==> src/rtl/i2f_pkg.sv <==
// Shared types for the integer to float normalizer.
package i2f_pkg;
    // Control phases: waiting, aligning the leading one, rounding and packing.
    typedef enum logic [1:0] {
        ST_IDLE  = 2'd0,
        ST_SHIFT = 2'd1,
        ST_ROUND = 2'd2
    } i2f_state_e;
endpackage

==> src/rtl/i2f_sign_mag.sv <==
// Splits a two's-complement integer into sign, unsigned magnitude and a zero flag.
// Assumes IN_W >= 2. The most negative value maps to magnitude 2^(IN_W-1), which fits
// in IN_W unsigned bits.
module i2f_sign_mag #(
    parameter int IN_W = 32
) (
    input  logic [IN_W-1:0] din,
    output logic            neg,
    output logic [IN_W-1:0] mag,
    output logic            is_zero
);
    localparam logic [IN_W-1:0] ONE = {{(IN_W-1){1'b0}}, 1'b1};

    // Negate negative inputs; zero is flagged so that no alignment is attempted.
    always_comb begin
        neg     = din[IN_W-1];
        mag     = neg ? (~din + ONE) : din;
        is_zero = (din == '0);
    end
endmodule

==> src/rtl/i2f_norm_shift.sv <==
// Holds the magnitude and its running exponent. On load it sets the exponent for a
// leading one at bit W-1. On step it moves the magnitude left by one place and
// decrements the exponent, until the top bit is set. Assumes BIAS+W-1 fits in EXP_W bits.
module i2f_norm_shift #(
    parameter int W     = 32,
    parameter int EXP_W = 8,
    parameter int BIAS  = 127
) (
    input  logic             clk,
    input  logic             rst_n,
    input  logic             load,
    input  logic [W-1:0]     mag_in,
    input  logic             step,
    output logic [W-1:0]     mag_q,
    output logic [EXP_W-1:0] exp_q,
    output logic             lead
);
    localparam logic [EXP_W-1:0] EXP_TOP = EXP_W'(BIAS + W - 1);
    localparam logic [EXP_W-1:0] EXP_ONE = EXP_W'(1);

    // Load, or take one alignment step while the top bit is still clear.
    always_ff @(posedge clk) begin
        if (!rst_n) begin
            mag_q <= '0;
            exp_q <= '0;
        end else if (load) begin
            mag_q <= mag_in;
            exp_q <= EXP_TOP;
        end else if (step && !mag_q[W-1]) begin
            mag_q <= {mag_q[W-2:0], 1'b0};
            exp_q <= exp_q - EXP_ONE;
        end
    end

    assign lead = mag_q[W-1];
endmodule

==> src/rtl/i2f_round_pack.sv <==
// Rounds an aligned magnitude to nearest, with ties to even, and packs the word
// {exponent, sign, fraction}. The bit at W-1 is the implicit one. The next FRAC_W bits
// form the fraction and the next GUARD_W bits decide rounding. Any lower bits are
// dropped. Assumes W-1-FRAC_W >= GUARD_W >= 1.
module i2f_round_pack #(
    parameter int W       = 32,
    parameter int EXP_W   = 8,
    parameter int FRAC_W  = 23,
    parameter int GUARD_W = 8
) (
    input  logic [W-1:0]              mag,
    input  logic [EXP_W-1:0]          exp_in,
    input  logic                      neg,
    input  logic                      is_zero,
    output logic [EXP_W+FRAC_W:0]     word
);
    localparam int                 LOW_W = W - 1 - FRAC_W;
    localparam logic [GUARD_W-1:0] HALF  = {1'b1, {(GUARD_W-1){1'b0}}};

    logic [FRAC_W-1:0]  frac;
    logic [GUARD_W-1:0] guard;
    logic               round_up;
    logic [FRAC_W:0]    sum;
    logic [EXP_W-1:0]   exp_out;

    // Nearest-even decision from the guard byte, then carry into the exponent.
    always_comb begin
        frac     = mag[W-2 -: FRAC_W];
        guard    = mag[LOW_W-1 -: GUARD_W];
        round_up = (guard > HALF) || ((guard == HALF) && frac[0]);
        sum      = {1'b0, frac} + {{FRAC_W{1'b0}}, round_up};
        exp_out  = exp_in + {{(EXP_W-1){1'b0}}, sum[FRAC_W]};
        word     = is_zero ? '0 : {exp_out, neg, sum[FRAC_W-1:0]};
    end
endmodule

==> src/rtl/i2f_normalizer.sv <==
// Top level of the integer to float normalizer. A start pulse taken while idle
// captures din. The magnitude is aligned one place per clock, then rounded and packed.
// done pulses for one cycle with the new dout, and start pulses during busy are
// ignored. Assumes IN_W - 1 - FRAC_W >= GUARD_W.
module i2f_normalizer
    import i2f_pkg::*;
#(
    parameter int IN_W    = 32,
    parameter int EXP_W   = 8,
    parameter int FRAC_W  = 23,
    parameter int GUARD_W = 8,
    parameter int BIAS    = 127
) (
    input  logic                  clk,
    input  logic                  rst_n,
    input  logic                  start,
    input  logic [IN_W-1:0]       din,
    output logic                  busy,
    output logic                  done,
    output logic [EXP_W+FRAC_W:0] dout
);
    localparam int OUT_W = EXP_W + FRAC_W + 1;

    i2f_state_e           state;
    logic                 neg_c, zero_c;
    logic [IN_W-1:0]      mag_c, mag_q;
    logic [EXP_W-1:0]     exp_q;
    logic                 lead;
    logic                 neg_q, zero_q;
    logic                 accept;
    logic [OUT_W-1:0]     packed_c;

    assign accept = start && (state == ST_IDLE);

    i2f_sign_mag #(.IN_W(IN_W)) u_sm (
        .din     (din),
        .neg     (neg_c),
        .mag     (mag_c),
        .is_zero (zero_c)
    );

    i2f_norm_shift #(.W(IN_W), .EXP_W(EXP_W), .BIAS(BIAS)) u_sh (
        .clk    (clk),
        .rst_n  (rst_n),
        .load   (accept),
        .mag_in (mag_c),
        .step   (state == ST_SHIFT),
        .mag_q  (mag_q),
        .exp_q  (exp_q),
        .lead   (lead)
    );

    i2f_round_pack #(.W(IN_W), .EXP_W(EXP_W), .FRAC_W(FRAC_W), .GUARD_W(GUARD_W)) u_rp (
        .mag     (mag_q),
        .exp_in  (exp_q),
        .neg     (neg_q),
        .is_zero (zero_q),
        .word    (packed_c)
    );

    // Sequence the phases and register the sign, zero flag, result and done pulse.
    always_ff @(posedge clk) begin
        if (!rst_n) begin
            state  <= ST_IDLE;
            neg_q  <= 1'b0;
            zero_q <= 1'b0;
            done   <= 1'b0;
            dout   <= '0;
        end else begin
            done <= 1'b0;
            case (state)
                ST_IDLE: if (accept) begin
                    neg_q  <= neg_c;
                    zero_q <= zero_c;
                    state  <= ST_SHIFT;
                end
                ST_SHIFT: if (lead || zero_q) state <= ST_ROUND;
                ST_ROUND: begin
                    dout  <= packed_c;
                    done  <= 1'b1;
                    state <= ST_IDLE;
                end
                default: state <= ST_IDLE;
            endcase
        end
    end

    assign busy = (state != ST_IDLE);
endmodule

==> config.mk <==
export PLATFORM = sky130hd
export DESIGN_NAME = i2f_normalizer
export DESIGN_NICKNAME = d
export VERILOG_FILES = /design/src/rtl/i2f_pkg.sv /design/src/rtl/i2f_sign_mag.sv /design/src/rtl/i2f_norm_shift.sv /design/src/rtl/i2f_round_pack.sv /design/src/rtl/i2f_normalizer.sv
export SDC_FILE = /design/constraint.sdc
export NUM_CORES = 1
export LEC_CHECK = 0
export CORE_ASPECT_RATIO = 0.5
export CORE_MARGIN = 1
export CORE_UTILIZATION = 49
export DETAILED_ROUTE_END_ITERATION = 16
export GPL_TIMING_DRIVEN = 0
export PLACE_DENSITY_LB_ADDON = 0.15
export SLEW_MARGIN = 10
export SYNTH_ARGS = -nofsm -noshare
export SYNTH_HDL_FRONTEND = slang
export SYNTH_SLANG_ARGS = --single-unit
==> constraint.sdc <==
create_clock -name clk -period 2.52 [get_ports clk]
set_input_delay 0.252 -clock clk [delete_from_list [all_inputs] [get_ports clk]]
set_output_delay 0.252 -clock clk [all_outputs]
set_load 0.005 [all_outputs]
==> out/metrics.yaml, run 1 <==
r2r-start: "u_sh.mag_q[13]$_SDFFE_PN0P_"
ys_types: 50
yosys.area.top_type: "dfxtp_1"
holdWs_ns: 0.444
yosysSeqAreaShare_pct: 35.5
rows: 23
cts_hold_buffers: 0
swShare_pct: 29.5
n_fill_cell: 760
num_vias: 4438
synth.avg_cell_area_sq_um: 7.60
clkSinkCount: 77
root_buffer: "clkbuf_16"
p_leak_nw: 1.96
port_buffers: 67
final-setup-viol-count: 0
dp_cells: 750
die_h_um: 68.5
maxCapViolations: 0
p_int_mw: 2.16
max_freq_ghz: 0.414
drtIter0Drc: 507
syn-num-nets: 611
end_kind: "flip-flop"
hold_start: "dout[11]$_SDFFE_PN0P_"
syn_inst: 571
grt_usage_pct: 28.4
hp-class: "reg2reg"
seq_area_sq_mm: 0.00155
routedWlPerCell_um: 16.1
cp_max_fo: 7
met3_length_um: 1360
synth.cell_area_sq_mm: 0.00434
yosysWarnings: 0
hpwl_um: 9180
dp_slack_ns: -0.451
grt-ovfl-total: 0
r2r.worst_path.cells: 10
status: "finished, final reports clean"
cts_buffer_depth: 2
synth_edf_count: 0
fin_skew_ns: 0.00454
powerDensity_mw_per_mm2: 560
setup_slack_ns: 0.107
combPwrFrac_pct: 16.8
report.power.total_mw: 3.07
core_area_sq_mm: 0.00829
worst_pin_slew_ns: 0.750
wl_um: 12400
top_layer_used: "met4"
p_seq_share_pct: 45.2
wl_met1_um: 6010
grt_start_max_net_pins: 13
holdPathStages: 2
die-area_sq_mm: 0.00926
ys_seq_elements: 77
drive_gt1_share_pct: 6.38
crit_type: "reg2reg"
drt-pass1-iter-count: 5
multiInputGateArea_sq_mm: 0.00264
drv_slew: 0
start_util_pct: 52.3
hold_viol: 0
ys_top_cells_by_area: "dfxtp_1, nand2_1, xor2_1"
drc: 0
area_growth_pct: 26.1
finalCriticalPeriod_ns: 2.41
clkLatencyLatePin_ns: 0.34
required_ns: 2.79
io_pins: 69
tritoncts: "done"
layout.nets: 693
async_flop_share_pct: 0
stdcell_count: 770
start_kind: "flip-flop"
crit_start: "u_sh.mag_q[13]$_SDFFE_PN0P_"
route.met2.wl_um: 4950
synth-main-ff-cell: "dfxtp_1"
clk_pin_slew_worst_paths_ns: 0.06
crit_arrival_ns: 2.68
gp_congestion: 0.886
grt_pass1_vias: 3729
grt_pass1_wl_um: 19600
slew_headroom_pct: 49.9
antenna_cells: 0
clkPwrFrac_pct: 38.0
p_switching_mw: 0.905
synth_top_area_share_pct: 35.5
irDropWorstVdd_v: 0.000433
ant_nets: 0
h-tree-depth: 3
die_w_um: 135
grt_antenna_before_repair: 0
fin_crit_sh_pct: 95.7
numCtsBuffers: 9
vias_per_cell: 5.76
==> kinds of logic after synthesis <==
group           Yosys count  share of synthesized area [%]
compound gates          117                           16.8
xor+xnor                 56                           11.3
fa+ha+maj                 5                           1.44
buf+inv                  45                           3.95
flops                    77                           35.5
mux                       2                          0.462
simple gates            269                           30.5
==> cell type report <==
cell class                      count  share of cell area, %
Multi-Input combinational cell    449                   48.3
Sequential cell                    77                   28.4
Timing Repair Buffer               72                   12.9
Clock buffer                       11                   4.25
Buffer                             38                   2.65
Tap cell                          112                   2.56
Clock inverter                      5                  0.503
Inverter                            6                  0.412
==> cell usage in the layout (no fill, tap or decap), drive strengths merged, types with 3 or more instances in the layout <==
cell,n
a21oi,40
a221oi,3
a22oi,9
a311oi,3
and3,6
buf,8
clkbuf,46
clkdlybuf4s50,67
clkinv,4
dfxtp,77
ha,5
inv,6
nand2,111
nand2b,8
nand3,44
nand4,10
nor2,39
nor3,11
nor3b,7
nor4,8
o21ai,32
o311ai,4
o31ai,13
o41ai,6
or3,10
or4,5
xnor2,14
xor2,42
==> per-layer routing <==
layer / global-route usage, % / vias up
met5: 0 / -
met4: 6.32 / 0
met3: 7.68 / 13
met2: 40.6 / 204
met1: 42.0 / 2042
li1: - / 2179
==> flip-flops by register name, indices dropped and copies added (netlist names) <==
register / count
dout: 32
u_sh.mag_q: 32
u_sh.exp_q: 8
state: 2
done: 1
neg_q: 1
zero_q: 1
==> power by group through the flow <==
stage	Clock [mW]	Sequential, mW	Combinational, mW
2_1_floorplan	0	1.37	0.331
3_3_place_gp	0	1.40	0.500
3_5_place_dp	0	1.40	0.506
4_1_cts	1.17	1.38	0.505
5_1_grt	1.23	1.39	0.569
6_report	1.17	1.39	0.515
==> path summary, 6_finish.rpt <==
path / endpoint / slack (ns)
worst max-delay path: dout[30]$_SDFFE_PN0P_ / 0.11
worst min-delay path: dout[11]$_SDFFE_PN0P_ / 0.44
worst max register to register: dout[30]$_SDFFE_PN0P_ / 0.11
worst min register to register: dout[11]$_SDFFE_PN0P_ / 0.44
==> what timing repair did <==
item                       in CTS  in global routing
cloned                          0                  0
gates resized for setup         1                 10
pin swaps                       1                  2
buffers inserted                1                  4
setup endpoints to repair       7                  8
==> worst max-delay path: stages, from the launching register on <==
cell     delay, ns
dfxtp_2       0.42
nand4_1       0.23
nor4_4        0.30
nand2_1       0.13
nor2_1        0.15
ha_1          0.21
ha_1          0.22
nand3_1       0.10
xor2_1        0.15
or3_1         0.30
a21oi_1       0.14
==> synth_stat cells, types with 3 or more instances <==
| cell | n |
|---|---|
| inv_1 | 5 |
| nand2_1 | 111 |
| nor3_2 | 3 |
| o21ai_1 | 20 |
| nand3_1 | 44 |
| a22oi_1 | 9 |
| or3_1 | 9 |
| dfxtp_1 | 77 |
| xnor2_1 | 14 |
| or4_1 | 4 |
| o31ai_1 | 12 |
| a21oi_1 | 40 |
| nand4_1 | 9 |
| nand2b_1 | 8 |
| o41ai_1 | 6 |
| and3_1 | 6 |
| clkbuf_1 | 36 |
| ha_1 | 5 |
| nor3b_1 | 6 |
| nor2_1 | 39 |
| nor3_1 | 8 |
| o21ai_0 | 12 |
| xor2_1 | 42 |
| nor4_1 | 6 |
| a311oi_1 | 3 |
| a221oi_1 | 3 |
==> per-stage QoR <==
stage	util, %	area [sq um]	setup TNS, ns
after floorplan	-	4340	0
after global placement	62.1	5150	-1.47
after detailed placement	62.1	5150	-1.81
after CTS	65.4	5420	0
after global routing	66.0	5470	-0.0263
final	66.0	5470	0
Note: power is estimated with default switching activity, not from simulation.
==> run 2: changes to the inputs <==
--- a/config.mk
+++ b/config.mk
@@ -7,7 +7,7 @@
 export LEC_CHECK = 0
 export CORE_ASPECT_RATIO = 0.5
 export CORE_MARGIN = 1
-export CORE_UTILIZATION = 49
+export CORE_UTILIZATION = 29
 export DETAILED_ROUTE_END_ITERATION = 16
 export GPL_TIMING_DRIVEN = 0
 export PLACE_DENSITY_LB_ADDON = 0.15
==> out/metrics.yaml, run 2 (synthesis results as in run 1) <==
final-setup-viol-count: 0  # unchanged
crit_start: "din[0]"
cts_buffer_depth: 2  # unchanged
layout_common_cells: "nand2_1, clkdlybuf4s50_1, dfxtp_1"
gp_congestion: 0.835  # -5.8%
postLayoutCellArea_sq_mm: 0.00569  # +3.9%
num_vias: 4320  # -2.7%
area_growth_pct: 31.1
io_pins: 69  # unchanged
worst_pin_slew_ns: 0.714  # -0.0361 ns
crit_type: "in2reg"
port_buffers: 67  # unchanged
grt_pass1_wl_um: 21700  # +11%
r2r_slack_ns: 0.17  # +0.06 ns
cp_num_buf_inv: 2  # +2
grt-ovfl-total: 0  # unchanged
placed_area_sq_mm: 0.00526  # +2.1%
fin_skew_ns: 0.00973  # +0.00520 ns
slowest_stage: "clkdlybuf4s50_1"
maxCapViolations: 0  # unchanged
slew_headroom_pct: 52.2  # +2.3 points
path_cells: "clkdlybuf4s50_1, inv_1, ha_1, nor4b_1, nand4_1, o41ai_1, xor2_1, a221oi_1"
status: "finished, final reports clean"
reg_top3: "dout: 32 flops, u_sh.mag_q: 32 flops, u_sh.exp_q: 8 flops"
antenna_cells: 0  # unchanged
mostFrequentLayoutCell: "nand2_1"
ant_nets: 0  # unchanged
grt_start_max_net_pins: 13  # unchanged
clk_pin_slew_worst_paths_ns: 0.06  # about the same
start_util_pct: 29.8  # -23 points
hp-class: "reg2reg"
hpwl_um: 10400  # +13%
rsz0062_at_grt: "yes"
numCtsBuffers: 9  # unchanged
start_kind: "input port"
die_h_um: 88.5  # +29%
die_w_um: 175  # +30%
clkSinkCount: 77  # unchanged
die-area_sq_mm: 0.0155  # +67%
grt_pass1_vias: 3955  # +6.1%
p_leak_nw: 2.00  # +1.9%
r2r-start: "u_sh.mag_q[15]$_SDFFE_PN0P_"
cp_max_fo: 4  # -3
hold_viol: 0  # unchanged
rows: 31  # +35%
layout.nets: 694  # +0.14%
drt-pass1-iter-count: 5  # unchanged
end_kind: "flip-flop"
drc: 0  # unchanged
tritoncts: "done"
h-tree-depth: 3  # unchanged
grt_usage_pct: 18.1  # -10 points
irDropWorstVdd_v: 0.000284  # -34%
max_stage_delay_ns: 0.54  # +0.12 ns
fin_crit_sh_pct: 93.6  # -2.2 points
report.power.total_mw: 3.34  # +8.8%
n_fill_cell: 1544  # +100%
wl_um: 13700  # +10%
path_delay_family: "buffers and inverters"
clkLatencyLatePin_ns: 0.33  # about the same
routedWlPerCell_um: 16.0  # -0.96%
drv_slew: 0  # unchanged
grt_antenna_before_repair: 0  # unchanged
hold_start: "dout[13]$_SDFFE_PN0P_"
powerDensity_mw_per_mm2: 587  # +4.7%
cts_hold_buffers: 0  # unchanged
required_ns: 2.71  # -0.08 ns
root_buffer: "clkbuf_16"
crit_arrival_ns: 2.55  # -0.13 ns
vias_per_cell: 5.04  # -13%
core_area_sq_mm: 0.0145  # +75%
drive_gt1_share_pct: 8.19  # +1.8 points
max_freq_ghz: 0.424  # +2.3%
drtIter0Drc: 212  # -58%
finalCriticalPeriod_ns: 2.36  # -0.0545 ns
==> run 2: worst paths after layout <==
kind | to | cells after the start
setup / recovery | u_sh.mag_q[26]$_SDFFE_PN0P_ | 8
hold / removal | dout[13]$_SDFFE_PN0P_ | 2
setup reg to reg | dout[30]$_SDFFE_PN0P_ | 10
hold reg to reg | dout[13]$_SDFFE_PN0P_ | 2
==> run 2: where the power goes <==
group	switching (mW)	internal, mW	total (mW)
clock network	0.509	0.919	1.43
logic	0.311	0.213	0.524
registers	0.0949	1.29	1.38
==> run 2: worst min-delay path, cell delays in order, from the launching register on <==
cell and delay (ns):
dfxtp_1 0.31, nand2_1 0.05, o21ai_1 0.05
==> run 2: per-layer routing <==
metal | routed length [um] | vias up | track usage, %
met5 | 0 | - | 0
met4 | 77 | 0 | 3.00
met2 | 5370 | 124 | 25.5
li1 | - | 2185 | -
met3 | 796 | 8 | 3.99
met1 | 7450 | 2003 | 27.9
==> run 2: area by class of cell <==
cell class	instances	area (sq um)	share of cell area [%]
Sequential cell	77	1570	27.6
Inverter	6	22.5	0.396
Tap cell	198	248	4.36
Buffer	38	145	2.55
Timing Repair Buffer	73	716	12.6
Clock buffer	12	256	4.51
Multi-Input combinational cell	449	2660	46.8
Clock inverter	4	70.1	1.23
==> run 2: what timing repair did <==
action,4_1_cts,5_1_grt
gates resized for setup,8,19
setup endpoints to repair,8,4
pin swaps,3,4
buffers inserted,3,3
==> run 2: per-stage QoR <==
stage | setup TNS [ns] | setup slack [ns] | std cells | util (%) | hold WS [ns]
finish | 0 | 0.162 | 857 | 39.1 | 0.442
global route | -0.0695 | -0.0384 | 857 | 39.1 | 0.470
CTS | 0 | 0.0195 | 854 | 38.6 | 0.446
detailed placement | -3.22 | -0.575 | 836 | 36.1 | 0.438
global placement | -3.20 | -0.552 | 836 | 36.1 | 0.436
floorplan | 0 | 0.0189 | 571 | - | 0.414
